--- src/rtl/dbg_scan_pkg.sv ---
package dbg_scan_pkg;
  typedef enum logic [1:0] {
    OP_NONE = 2'd0,
    OP_ADDR = 2'd1,
    OP_DATA = 2'd2,
    OP_EXEC = 2'd3
  } scan_op_e;
endpackage

--- src/rtl/dbg_sync.sv ---
// Multi-stage synchronizer with a power-up value held in the flops.
module dbg_sync #(
  parameter int          W        = 1,
  parameter int          STAGES   = 2,
  parameter logic [W-1:0] INIT_VAL = '0
) (
  input  logic         clk,
  input  logic [W-1:0] d,
  output logic [W-1:0] q
);
  localparam int CHAIN_W = STAGES * W;

  logic [CHAIN_W-1:0] chain = {STAGES{INIT_VAL}};

  always_ff @(posedge clk) begin
    chain <= CHAIN_W'({chain, d});
  end

  assign q = chain[CHAIN_W-1 -: W];
endmodule

--- src/rtl/dbg_edge_ctrl.sv ---
// Finds rising shift-clock edges and decodes the operation for each one.
module dbg_edge_ctrl
  import dbg_scan_pkg::*;
(
  input  logic     clk,
  input  logic     rst,
  input  logic     sck_s,
  input  logic     addr_s,
  input  logic     exec_s,
  input  logic     sel_s,
  input  logic     sdi_s,
  output scan_op_e op_q,
  output logic     sdi_q,
  output logic     exec_pulse
);
  logic     sck_d;
  logic     rise;
  scan_op_e op_nx;

  assign rise = sck_s & ~sck_d;

  // execute wins over address; data and execute need select
  always_comb begin
    if (exec_s)      op_nx = sel_s ? OP_EXEC : OP_NONE;
    else if (addr_s) op_nx = OP_ADDR;
    else if (sel_s)  op_nx = OP_DATA;
    else             op_nx = OP_NONE;
  end

  always_ff @(posedge clk) begin
    if (rst) begin
      sck_d      <= sck_s;
      op_q       <= OP_NONE;
      sdi_q      <= 1'b0;
      exec_pulse <= 1'b0;
    end else begin
      sck_d      <= sck_s;
      op_q       <= rise ? op_nx : OP_NONE;
      if (rise) sdi_q <= sdi_s;
      exec_pulse <= (op_q == OP_EXEC);
    end
  end
endmodule

--- src/rtl/dbg_addr_reg.sv ---
// Component-address shift register, MSB entered first.
module dbg_addr_reg
  import dbg_scan_pkg::*;
#(
  parameter int ADDR_W = 2
) (
  input  logic              clk,
  input  logic              rst,
  input  scan_op_e          op,
  input  logic              sdi,
  output logic [ADDR_W-1:0] addr_q
);
  always_ff @(posedge clk) begin
    if (rst)                addr_q <= '0;
    else if (op == OP_ADDR) addr_q <= ADDR_W'({addr_q, sdi});
  end
endmodule

--- src/rtl/dbg_scan_bank.sv ---
// Bank of scan registers; the addressed one shifts right, input at MSB.
module dbg_scan_bank
  import dbg_scan_pkg::*;
#(
  parameter int NREG   = 3,
  parameter int REG_W  = 8,
  parameter int ADDR_W = 2
) (
  input  logic                  clk,
  input  logic                  rst,
  input  scan_op_e              op,
  input  logic                  sdi,
  input  logic [ADDR_W-1:0]     addr,
  input  logic                  sel,
  output logic [NREG*REG_W-1:0] regs_flat,
  output logic                  dso,
  output logic                  dso_en
);
  logic [REG_W-1:0] regs [NREG];
  logic             lsb_mux;

  for (genvar g = 0; g < NREG; g++) begin : g_reg
    always_ff @(posedge clk) begin
      if (rst)
        regs[g] <= '0;
      else if (op == OP_DATA && addr == ADDR_W'(g))
        regs[g] <= REG_W'({sdi, regs[g]} >> 1);
    end
    assign regs_flat[g*REG_W +: REG_W] = regs[g];
  end

  always_comb begin
    lsb_mux = 1'b0;
    for (int i = 0; i < NREG; i++)
      if (addr == ADDR_W'(i)) lsb_mux = regs[i][0];
  end

  always_ff @(posedge clk) begin
    if (rst) begin
      dso    <= 1'b0;
      dso_en <= 1'b0;
    end else begin
      dso    <= sel & lsb_mux;
      dso_en <= sel;
    end
  end
endmodule

--- src/rtl/dbg_scan_port.sv ---
module dbg_scan_port
  import dbg_scan_pkg::*;
#(
  parameter int NREG        = 3,
  parameter int ADDR_W      = 2,
  parameter int REG_W       = 8,
  parameter int SYNC_STAGES = 2
) (
  input  logic                  clk,
  input  logic                  dbg_reset,
  input  logic                  shift_clk,
  input  logic                  addr_mode,
  input  logic                  exec_req,
  input  logic                  chip_sel,
  input  logic                  ser_in,
  output logic                  ser_out,
  output logic                  ser_out_en,
  output logic [ADDR_W-1:0]     cur_addr,
  output logic                  exec_pulse,
  output logic [NREG*REG_W-1:0] scan_regs
);
  localparam int IN_W = 5;

  logic            rst_s;
  logic [IN_W-1:0] in_s;
  logic            sck_s, addr_s, exec_s, sel_s, sdi_s;
  scan_op_e        op_q;
  logic            sdi_q;

  dbg_sync #(.W(1), .STAGES(SYNC_STAGES), .INIT_VAL(1'b1)) u_rst_sync (
    .clk (clk),
    .d   (dbg_reset),
    .q   (rst_s)
  );

  dbg_sync #(.W(IN_W), .STAGES(SYNC_STAGES), .INIT_VAL('0)) u_in_sync (
    .clk (clk),
    .d   ({shift_clk, addr_mode, exec_req, chip_sel, ser_in}),
    .q   (in_s)
  );

  assign {sck_s, addr_s, exec_s, sel_s, sdi_s} = in_s;

  dbg_edge_ctrl u_ctrl (
    .clk        (clk),
    .rst        (rst_s),
    .sck_s      (sck_s),
    .addr_s     (addr_s),
    .exec_s     (exec_s),
    .sel_s      (sel_s),
    .sdi_s      (sdi_s),
    .op_q       (op_q),
    .sdi_q      (sdi_q),
    .exec_pulse (exec_pulse)
  );

  dbg_addr_reg #(.ADDR_W(ADDR_W)) u_addr (
    .clk    (clk),
    .rst    (rst_s),
    .op     (op_q),
    .sdi    (sdi_q),
    .addr_q (cur_addr)
  );

  dbg_scan_bank #(.NREG(NREG), .REG_W(REG_W), .ADDR_W(ADDR_W)) u_bank (
    .clk       (clk),
    .rst       (rst_s),
    .op        (op_q),
    .sdi       (sdi_q),
    .addr      (cur_addr),
    .sel       (sel_s),
    .regs_flat (scan_regs),
    .dso       (ser_out),
    .dso_en    (ser_out_en)
  );
endmodule

--- config.mk ---
export PLATFORM = sky130hd
export DESIGN_NAME = dbg_scan_port
export DESIGN_NICKNAME = d
export VERILOG_FILES = /design/src/rtl/dbg_scan_pkg.sv /design/src/rtl/dbg_sync.sv /design/src/rtl/dbg_edge_ctrl.sv /design/src/rtl/dbg_addr_reg.sv /design/src/rtl/dbg_scan_bank.sv /design/src/rtl/dbg_scan_port.sv
export SDC_FILE = /design/constraint.sdc
export NUM_CORES = 1
export LEC_CHECK = 0
export CAP_MARGIN = 20
export CORE_UTILIZATION = 35
export CTS_BUF_LIST = sky130_fd_sc_hd__clkbuf_4 sky130_fd_sc_hd__clkbuf_8
export DETAILED_ROUTE_END_ITERATION = 10
export SLEW_MARGIN = 20
export SYNTH_ARGS = -nofsm -noshare
export SYNTH_HDL_FRONTEND = slang
export SYNTH_SLANG_ARGS = --single-unit
--- constraint.sdc ---
create_clock -name clk -period 1.8 [get_ports clk]
set_clock_uncertainty 0.15 [all_clocks]
set_input_delay 0.18 -clock clk [delete_from_list [all_inputs] [get_ports clk]]
set_output_delay 0.18 -clock clk [all_outputs]
set_load 0.05 [all_outputs]
# Yosys cells after proc, flatten, opt, wreduce, memory -nomap -nowiden

Memories as Yosys holds them, arrays and structs flattened.
Index checks and enable logic that the tools add are counted.

Register bits: 21
Memories kept: 1
Memory bits (writable): 24

Memories:

| name        | words | width | rd ports | clocked after memory_dff | write ports | RTL line            | text |
|---|---|---|---|---|---|---|---|
| u_bank.regs | 3     | 8     | 3        | 0                        | 3           | dbg_scan_bank.sv:19 | `logic [REG_W-1:0] regs [NREG];` |

Multiplexer cells: 21
Bitwise gates (word level): 7
Equal/unequal tests: 5
Reductions and logical operators: 5

Operators with widths:

| cell               | count |
|---|---|
| $mux 8             | 3 |
| $mux 1             | 14 |
| $mux 2             | 4 |
| $eq 2x2->1 const B | 3 |
| $eq 2x1->1 const B | 2 |
| $logic_and 1x1->1  | 3 |
| $or 1x1->1         | 3 |
| $and 1x1->1        | 2 |
| $logic_not 2->1    | 1 |
| $not 1->1          | 2 |
| $reduce_or 2->1    | 1 |

# Longest topological paths before layout

Depth after elaboration: 6
Mapped depth: 4
Depth with buffers taken out: 3

# By module

Synthesis repeated with hierarchy kept, for this count alone.

Cells, all modules: 106
Area, all modules: 1586.5 um^2

By module, submodules not included:

| module                | cells an instance | times used | area an instance (um^2) |
|---|---|---|---|
| dbg_scan_bank         | 65                | 1          | 1044.8 |
| dbg_sync (u_in_sync)  | 15                | 1          | 237.7 |
| dbg_edge_ctrl         | 16                | 1          | 176.4 |
| dbg_addr_reg          | 8                 | 1          | 87.6 |
| dbg_sync (u_rst_sync) | 2                 | 1          | 40.0 |

# Worst setup path before layout

OpenSTA, ideal clock, no wires.

Path type: register to register
Start: register u_addr.addr_q[1]
End: memory u_bank.regs[2][0] (data pin)
Required time: 1.517 ns
Arrival: 1.491 ns
Period minus slack after synthesis: 1.774 ns
Library setup time: 0.133 ns
Cell stages (with the launch flop): 5
Setup slack: 0.026 ns
Cells stage by stage: dfxtp_1 clkbuf_2 inv_1 nor4_4 and2_1

RTL lines:

| item                   | RTL line            | text |
|---|---|---|
| start, declared        | dbg_addr_reg.sv:11  | `output logic [ADDR_W-1:0] addr_q` |
| start signal, assigned | dbg_addr_reg.sv:15  | `else if (op == OP_ADDR) addr_q <= ADDR_W'({addr_q, sdi});` |
| end, declared          | dbg_scan_bank.sv:19 |  |

# Worst setup path in the final report

Start: register u_bank.dso
End: output ser_out

RTL lines:

| item                   | RTL line            | text |
|---|---|---|
| start, declared        | dbg_scan_bank.sv:16 | `output logic dso,` |
| start signal, assigned | dbg_scan_bank.sv:43 | `dso <= sel & lsb_mux;` |
| end, declared          | dbg_scan_port.sv:16 | `output logic ser_out,` |

No word-level cell between the ends.

==> results.md <==
- Final Util: approximately half
- Initial antenna violation count: 0
- Required @ worst endpoint: 1.47 ns
- Setup Slack @ Placement: roughly 0.23 ns
- Crit path kind: reg -> out
- N_diodes: 0
- Switching share of power: roughly 25%
- Core ar.: 4090 um^2
- H-tree Lvls: 2
- Gpl congestion: 0.671
- Cts bufs inserted: 5
- Syn avg cell area: 15.2 um^2
- CP delay by family, top: buffers and inverters
- CP startpoint kind: register
- First-pass GRT wire length: 3920 um
- Final hold vios: 0
- Area grow syn2layout: 31.1%
- Routed wire per std cell: 12.3 um
- Clock Latency Late Sink: 0.29 ns
- Clock root buffer: clkbuf_8
- Vias in the first global route: 839
- Multi-input gate area: 362 um^2
- Initial DRC Count: 47
- Synth top area cells: edfxtp_1, dfxtp_1, and2_1, nor4_4, mux2i_1
- Row cnt: 23
- Worst R2R Setup Slack: 0.24 ns
- Nets: 150
- Worst Hold Path EP: u_in_sync.chain[2]
- DR vias: 883
- Die Ht: 67.9 um
- Max FO, Critical Path: 1
- Seq pwr share: approximately three fifths
- Class of the worst hold path: in -> reg
- FMAX: 578 MHz
- Residual DRC: 0
- Storage cell area: between 1000 and 1500 um^2
- # IOs: 36
- Netlist cell types: 19
- Clock Tree Buf Depth: 2
- Die W: 67.9 um
- Drt pass-1 iters: 4
- Leading cell type in the layout, fill and taps excluded: buf_4
- Max Cap Viol: 0
- R2r startpoint: u_addr.addr_q[0]
- Gr usage total: between 10 and 15%
- Internal: 0.00145 W
- Period utilisation layout: 96.1%
- Worst hold stages: 1
- Cell Chain, Critical Path: clkdlybuf4s50_1
- R2R cell count: 3
- TritonCTS clock tree: built
- Synth top area share: 47.4%
- CP Capture Type: primary output
- CP max stage cell: clkdlybuf4s50_1
- Vias per inst: between 4 and 5
- Crit Reg-Reg Endpoint: u_bank.regs[1][7]
- Yosys warnings: 0
- Total power: approximately 0.0019 W
- Die area: 4610 um^2
- Cells after synthesis: 100
- Initial Utilization: between 30% and 40%
- Final setup fails: 0
- Comb power frac: 8.5%
- Setup TNS: 0 ns
- Total gr overflow: 0
- Synth Register Bits: 45
- Largest net degree at the start of global routing: 17
- Setup Buffers After CTS: 0
- Crit path buffers/inverters: 1
- Mapped Area: 1520 um^2
- Max-slew violation count: 0
- Most frequent cells in the layout: buf_4, and2_1, edfxtp_1
- Net Count, Synth: about 110
- Worst slew margin: 67.2%
- Port Buffers: 35
- Resize count post-CTS: 0
- Status: finished clean
- Worst slew pin tran: roughly 0.49 ns
- Sequential area share after synthesis: 75.1%
- Hold_sp: exec_req
- Fin Hold WS: roughly 0.17 ns
- Clock Sinks: 45
- Post-DP HPWL: 1750 um
- Leading area contributor after synthesis: edfxtp_1
- Final min period: 1.73 ns
- Filler Cells Inserted: about 380
- Power Density: 967 nW/um^2
- PnR worst setup slack: 0.0695 ns
- Hold-fix buffers, CTS: 0
- Crit path largest cell delay: 0.79 ns
- Part of the power in the clock network: roughly 32%
- CP arrival: 1.40 ns
- VDD IR max: just over 0.5 mV
- Leakage: 0.802 nW
- RSZ-0062 raised after global routing: false
- Sw Pwr: 0.000473 W
- Layout cells sized above 1: 31.9%
- Routed Antenna Nets: 0
- Reg clk slew, reported paths: ~0.090 ns
- WL final: between 2000 and 2500 um
[power groups by stage]
stage	Clock (W)	Sequential [W]	Combinational [W]
after floorplan	0	0.00124	0.0000281
after global placement	0	0.00116	0.000164
after detailed placement	0	0.00116	0.000164
after CTS	0.000649	0.00114	0.000165
after global routing	0.000706	0.00115	0.000172
final	0.000625	0.00114	0.000163
[area by class of cell]
type                    instances  area share (%)
flip-flops and latches         45            57.3
well taps                      50            3.14
multi-input cells              51            18.1
inverters                       2           0.377
repair buffers                 38            16.4
clock buffers                   5            3.45
clock inverters                 3            1.19
[synthesized netlist by cell type (all sizes together)]
library cell  count
dfxtp            21
edfxtp           24
mux2i             4
nor2              4
nor2b             4
nor3              1
nand2             1
nand2b            3
o21ai             1
a31o              3
and2             24
nor4              3
a21oi             2
buf               1
clkbuf            1
inv               2
nor3b             1
[layer usage]
layer / vias to the layer above / part of all wire, % / wire, um / GRT usage [%]
li1: 428 / - / - / -
met4: 0 / 1.0 / 24 / 7.03
met5: - / 0 / 0 / 0
met2: 30 / 51 / 1220 / 19.2
met1: 423 / 41 / 983 / 14.4
met3: 2 / 6.3 / 149 / 5.50
[logic make-up (layout without fill, tap and decap cells)]
logic type | Yosys count | in the layout | share of synthesized area (%)
DFF | 45 | 45 | 75.1
buffers and inverters | 4 | 48 | 1.15
and+or+nand+nor | 41 | 41 | 18.4
muxes | 4 | 4 | 2.63
AOI/OAI and AO/OA | 6 | 6 | 2.72
[sequential cells by signal (all words and copies together) (netlist names)]
register / flops
u_bank.regs: 24
u_in_sync.chain: 10
u_addr.addr_q: 2
u_ctrl.op_q: 2
u_rst_sync.chain: 2
u_bank.dso: 1
u_bank.dso_en: 1
u_ctrl.exec_pulse: 1
u_ctrl.sck_d: 1
u_ctrl.sdi_q: 1
[how the worst max path moves through the flow]
stage                     slack (ns)           endpoint              from  cells past startpoint
after floorplan                 0.03  u_bank.regs[2][0]  u_addr.addr_q[1]                      4
after global placement          0.29  u_bank.regs[1][0]  u_addr.addr_q[0]                      3
after detailed placement        0.23  u_bank.regs[1][7]  u_addr.addr_q[0]                      3
after CTS                       0.05            ser_out        u_bank.dso                      1
after global routing            0.03            ser_out        u_bank.dso                      1
final                           0.07            ser_out        u_bank.dso                      1
[per-stage QoR]
step	instance area [um^2]	std cells
floorplan	1520	100
global placement	1900	186
detailed placement	1900	186
CTS	1990	194
global route	1990	194
finish	1990	194
Power figures use the tool's default switching activity.
